File: config.mk
export PLATFORM = sky130hd
export DESIGN_NAME = dma_start_ctl
export DESIGN_NICKNAME = d
export VERILOG_FILES = /design/src/rtl/dma_start_ctl.sv
export SDC_FILE = /design/constraint.sdc
export NUM_CORES = 1
export LEC_CHECK = 0
export BUFFER_PORTS_ARGS = -buffer_cell sky130_fd_sc_hd__buf_2
export CORE_ASPECT_RATIO = 1.5
export CORE_UTILIZATION = 49
export DETAILED_ROUTE_END_ITERATION = 8
export PLACE_DENSITY_LB_ADDON = 0.05
export SLEW_MARGIN = 20
export SYNTH_ARGS = -nofsm -noshare
export SYNTH_HDL_FRONTEND = slang
export SYNTH_SLANG_ARGS = --single-unit
File: constraint.sdc
create_clock -name clk -period 2.3 [get_ports clk]
set_clock_uncertainty 0.15 [all_clocks]
set_input_delay 0.23 -clock clk [delete_from_list [all_inputs] [get_ports clk]]
set_output_delay 0.23 -clock clk [all_outputs]
set_load 0.02 [all_outputs]
File: src/rtl/dma_start_ctl.sv
module dma_start_ctl #(
  parameter int NCH     = 4,
  parameter int NPERIPH = 15,
  parameter int CNTW    = 16,
  localparam int CHW    = (NCH > 1) ? $clog2(NCH) : 1,
  localparam int SELW   = $clog2(NPERIPH + 1)
) (
  input  logic                clk,
  input  logic                rst_n,
  input  logic                wr_ctl,
  input  logic                wr_cnt,
  input  logic                wr_trig,
  input  logic [CHW-1:0]      wr_ch,
  input  logic [CNTW-1:0]     wr_data,
  input  logic [NPERIPH-1:0]  periph_irq,
  input  logic [NCH-1:0]      xfer_done,
  output logic [NCH-1:0]      xfer_req,
  output logic [NCH-1:0]      xfer_hw,
  output logic [NCH-1:0]      ch_en,
  output logic [NCH-1:0]      ch_tc,
  output logic [NCH*CNTW-1:0] blk_cnt,
  output logic [NCH-1:0]      dma_irq
);

  logic [NPERIPH-1:0] irq_q;
  logic [NPERIPH:0]   irq_edge;

  assign irq_edge = {periph_irq & ~irq_q, 1'b0};

  always_ff @(posedge clk) begin
    if (!rst_n) irq_q <= '0;
    else        irq_q <= periph_irq;
  end

  for (genvar g = 0; g < NCH; g++) begin : g_ch
    logic [SELW-1:0] sel;
    logic [CNTW-1:0] cnt;
    logic            en, tc, busy, src, irq;

    wire hit   = (wr_ch == CHW'(g));
    wire ctl_w = wr_ctl && hit;
    wire en_w  = ctl_w ? wr_data[0] : en;
    wire tc_w  = tc && !(ctl_w && wr_data[0]);
    wire hw    = irq_edge[sel];
    wire sw    = ctl_w && wr_data[1];
    wire go    = (hw || sw) && en_w && !tc_w && !busy;
    wire fin   = busy && xfer_done[g];
    wire last  = fin && (cnt == CNTW'(1));

    always_ff @(posedge clk) begin
      if (!rst_n) begin
        sel  <= '0;
        cnt  <= '0;
        en   <= 1'b0;
        tc   <= 1'b0;
        busy <= 1'b0;
        src  <= 1'b0;
        irq  <= 1'b0;
      end else begin
        en  <= en_w && !last;
        tc  <= tc_w || last;
        irq <= last;
        if (go) begin
          busy <= 1'b1;
          src  <= hw;
        end else if (fin) begin
          busy <= 1'b0;
        end
        if (wr_cnt && hit) cnt <= wr_data;
        else if (fin)      cnt <= cnt - CNTW'(1);
        if (wr_trig && hit) sel <= wr_data[SELW-1:0];
      end
    end

    assign xfer_req[g]              = busy;
    assign xfer_hw[g]               = src;
    assign ch_en[g]                 = en;
    assign ch_tc[g]                 = tc;
    assign dma_irq[g]               = irq;
    assign blk_cnt[g*CNTW +: CNTW]  = cnt;
  end

endmodule

==> run metrics <==
outcome complete, no violations; Max H-tree Level 4; GRT Util Overall a little over a quarter; Num CTS Buffers 17; row cnt 49; Int Pwr roughly 4.2 mW; Most common cell on crit path or4_4; io pins about 130; CP Class reg2reg; EDFF count, synth 0; Placed Cells 927; Hold Worst Slack 0.0194 ns; Post-Synthesis Cells 690; Worst EP required approximately 2.4 ns; Max Freq roughly 0.45 GHz; DRT iter0 DRCs ~220; largest net degree at the start of global routing 34; fin nets 860; Switching Share between 20% and 30%; HP Start wr_data[5]; # clock sinks roughly 120; Period minus WS final roughly 2.2 ns; FFs w/ async S/R, synth 0%; Crit path max-delay family simple AND/OR/NAND/NOR gates; Sequential Power Share a little under two fifths; Wirelength per Cell between 15 and 20 um; Clock power frac between 40% and 50%; Hold Crit Class in2reg; share of cells above drive strength 1 roughly 25%; Detailed Place HPWL approximately 13 mm; max-slew violations 0; Hold Path Stages 3; worst r2r src g_ch[0].cnt[2]; first-pass GRT wire length 26.3 mm; Max Cap Viol 0; Seq/Total Area, Yosys about two fifths; count of cell types in the netlist 53; Synth Warn # 0; final hold vios 0; crit path cell chain or4_4, or4_4, buf_6, nor4_2, xnor2_1, a21oi_1; DRC 0; synthesized flop and latch total around 120; filler cell count 1,079; Final ANT Viol Nets 0; Crit Path Max Fanout 5; GPL Wtd Cong 0.931; CP max stage delay about 0.55 ns; relative slew slack between 60% and 70%; CP Launch Type flop; RSZ-0062 raised after global routing yes; Via density around 5.7; CP max-delay cell or4_4; Longest Clk Path Bufs 2; initial antenna violation count 0; area of the mapped netlist 0.00600 mm^2; area grow syn2layout 24.6%; Worst setup startpoint g_ch[0].cnt[2]; Post-CTS Setup Bufs 0; input/output buffers approximately 130; Max VDD drop around 0.50 mV; WP data arrival about 2.4 ns; Syn Area/Cell between 8 and 9 um^2; worst hold endpoint g_ch[0].cnt[5]; DIE AREA about 0.013 mm^2; Slew @ Worst Pin around 0.52 ns; Pre-Repair DR Iteration Count 5; Starting Density between 50% and 60%; Comb pwr share 13.2%; Net Sw Power approximately 1.5 mW; GR Overflow Total 0; TritonCTS clock tree done; Worst-path clk slew approximately 0.060 ns; Cell Pwr Density between 700 and 800 mW/mm^2; core area between 0.01 and 0.015 mm^2; Via Count about 5,600; final cycle utilization of the critical path 97.5%; Util after Layout ~63%; Finished Layout Cells roughly 1,000; Ant. Diodes 0; worst r2r path cells 6; number of global-route vias before repair around 5,200; Root Buffer clkbuf_16; flop2flop setup slack between 0.05 and 0.06 ns; Die Height 138 um; Lkg Pwr 3.03 nW; ys flop type dfxtp_1; final wirelength between 15 and 20 mm; crit end category flop; worst reg2reg endpoint g_ch[0].cnt[11]; width of the die ~92 um; Post-Syn Nets 740; worst path buffer plus inverter count 1; clk_lat worst skew roughly 0.41 ns; final setup fails 0
how the worst max path moves through the flow:
stage	end	slack, ns	cells after the start
final	g_ch[0].cnt[11]	0.06	6
after CTS	g_ch[0].cnt[11]	0.04	6
after detailed placement	g_ch[0].cnt[11]	0.07	6
after floorplan	g_ch[0].cnt[12]	0.01	6
after global routing	g_ch[0].cnt[11]	-0.02	6
after global placement	g_ch[0].cnt[14]	0.09	6
power by group through the flow:
| stage | Combinational (mW) | Sequential (mW) | Clock, mW |
|---|---|---|---|
| after global routing | 0.820 | 2.20 | 2.93 |
| after CTS | 0.747 | 2.19 | 2.82 |
| after detailed placement | 0.723 | 2.23 | 0 |
| after global placement | 0.710 | 2.22 | 0 |
| final | 0.757 | 2.19 | 2.79 |
| after floorplan | 0.409 | 2.29 | 0 |
cell usage after synthesis, drive strengths merged, types with 4 or more instances:
cell type  number  area (um^2)
o21ai          39          195
nor3           20          115
buf            23          169
nand3          20          100
nor4           24          193
xor2           17          149
nand2b         19          119
xnor2          39          342
a21oi          42          210
and4b           5         50.1
nor2           67          251
o21a            4         30.0
nor2b           5         31.3
clkbuf         38          143
mux2i          11          110
dfxtp         115         2300
and2           20          125
o22ai           4         25.0
nor3b           8         60.1
or2             4         25.0
or4             5         41.3
a211oi         34          255
nor4bb          8         80.1
nand2          47          176
inv            18         67.6
a311oi          4         35.0
mux4           12          270
or3             6         37.5
ha              8          100
what timing repair did:
| item | CTS | global route |
|---|---|---|
| hold buffers | 16 | 0 |
| endpoints found under the hold margin | 16 | 0 |
| gates resized for setup | 0 | 3 |
| endpoints found under the setup margin | 0 | 5 |
per-layer routing:
| layer | part of all wire, % | routed length (um) | track usage [%] | vias to the layer above |
|---|---|---|---|---|
| met5 | 0 | 0 | 0 | - |
| met4 | 2.9 | 497 | 12.3 | 0 |
| met3 | 5.1 | 868 | 5.46 | 31 |
| met2 | 52 | 8720 | 48.4 | 192 |
| met1 | 40 | 6820 | 31.3 | 2643 |
| li1 | - | - | - | 2684 |
tightest hold or removal path: cells and delay by family:
kind | cells | cell delay [ns]
buffers and inverters | 1 | 0.14
AOI/OAI and AO/OA | 1 | 0.05
and+or+nand+nor | 1 | 0.11
per-stage QoR:
step                instance area (um^2)  setup WS, ns  power (mW)  TNS (ns)
global route                        7470       -0.0168        5.95   -0.0168
CTS                                 7450        0.0379        5.76         0
floorplan                           6000        0.0123        2.70         0
global placement                    6670        0.0897        2.93         0
detailed placement                  6670        0.0655        2.95         0
finish                              7470        0.0585        5.74         0
cell type report:
cell class	count	area, um^2	share of cell area, %
clock buffers	19	443	5.93
flip-flops and latches	115	2300	30.8
clock inverters	13	184	2.46
multi-input cells	496	3330	44.5
inverters	18	67.6	0.904
well taps	153	191	2.56
repair buffers	162	957	12.8
registers in the layout (all words and copies together) (netlist names):
| register | cells |
|---|---|
| g_ch.cnt | 64 |
| g_ch.sel | 16 |
| irq_q | 15 |
| g_ch.busy | 4 |
| g_ch.en | 4 |
| g_ch.irq | 4 |
| g_ch.src | 4 |
| g_ch.tc | 4 |
cell usage in the layout, fill, tap and decap left out, types with 4 or more instances in the layout:
cell type,netlist,final
buf_2,0,126
dfxtp_1,115,115
nor2_1,67,67
nand2_1,47,47
a21oi_1,42,42
xnor2_1,39,39
a211oi_1,34,34
and2_1,20,20
nand3_1,20,20
o21ai_0,20,20
nor4_1,20,19
o21ai_1,19,19
nand2b_1,19,19
buf_4,20,18
nor3_1,17,17
xor2_1,17,17
clkbuf_16,0,17
inv_1,16,16
dlygate4sd3_1,0,16
mux4_2,12,12
mux2i_1,11,11
nor3b_1,8,8
nor4bb_1,8,8
ha_1,8,8
or3_1,6,6
clkinvlp_4,0,6
nor2b_1,5,5
and4b_1,5,5
o22ai_1,4,4
a311oi_1,4,4
o21a_1,4,4
bufinv_16,0,4
cells by family after synthesis:
logic type | after synthesis | synth area share, %
AO/OA/AOI/OAI | 137 | 13.8
adder cells (fa/ha/maj) | 8 | 1.67
flip-flops | 115 | 38.4
buffers and inverters | 79 | 6.32
AND/OR/NAND/NOR | 272 | 25.3
multiplexers | 23 | 6.34
XOR/XNOR | 56 | 8.18
Note: power is estimated with default switching activity, not from simulation.
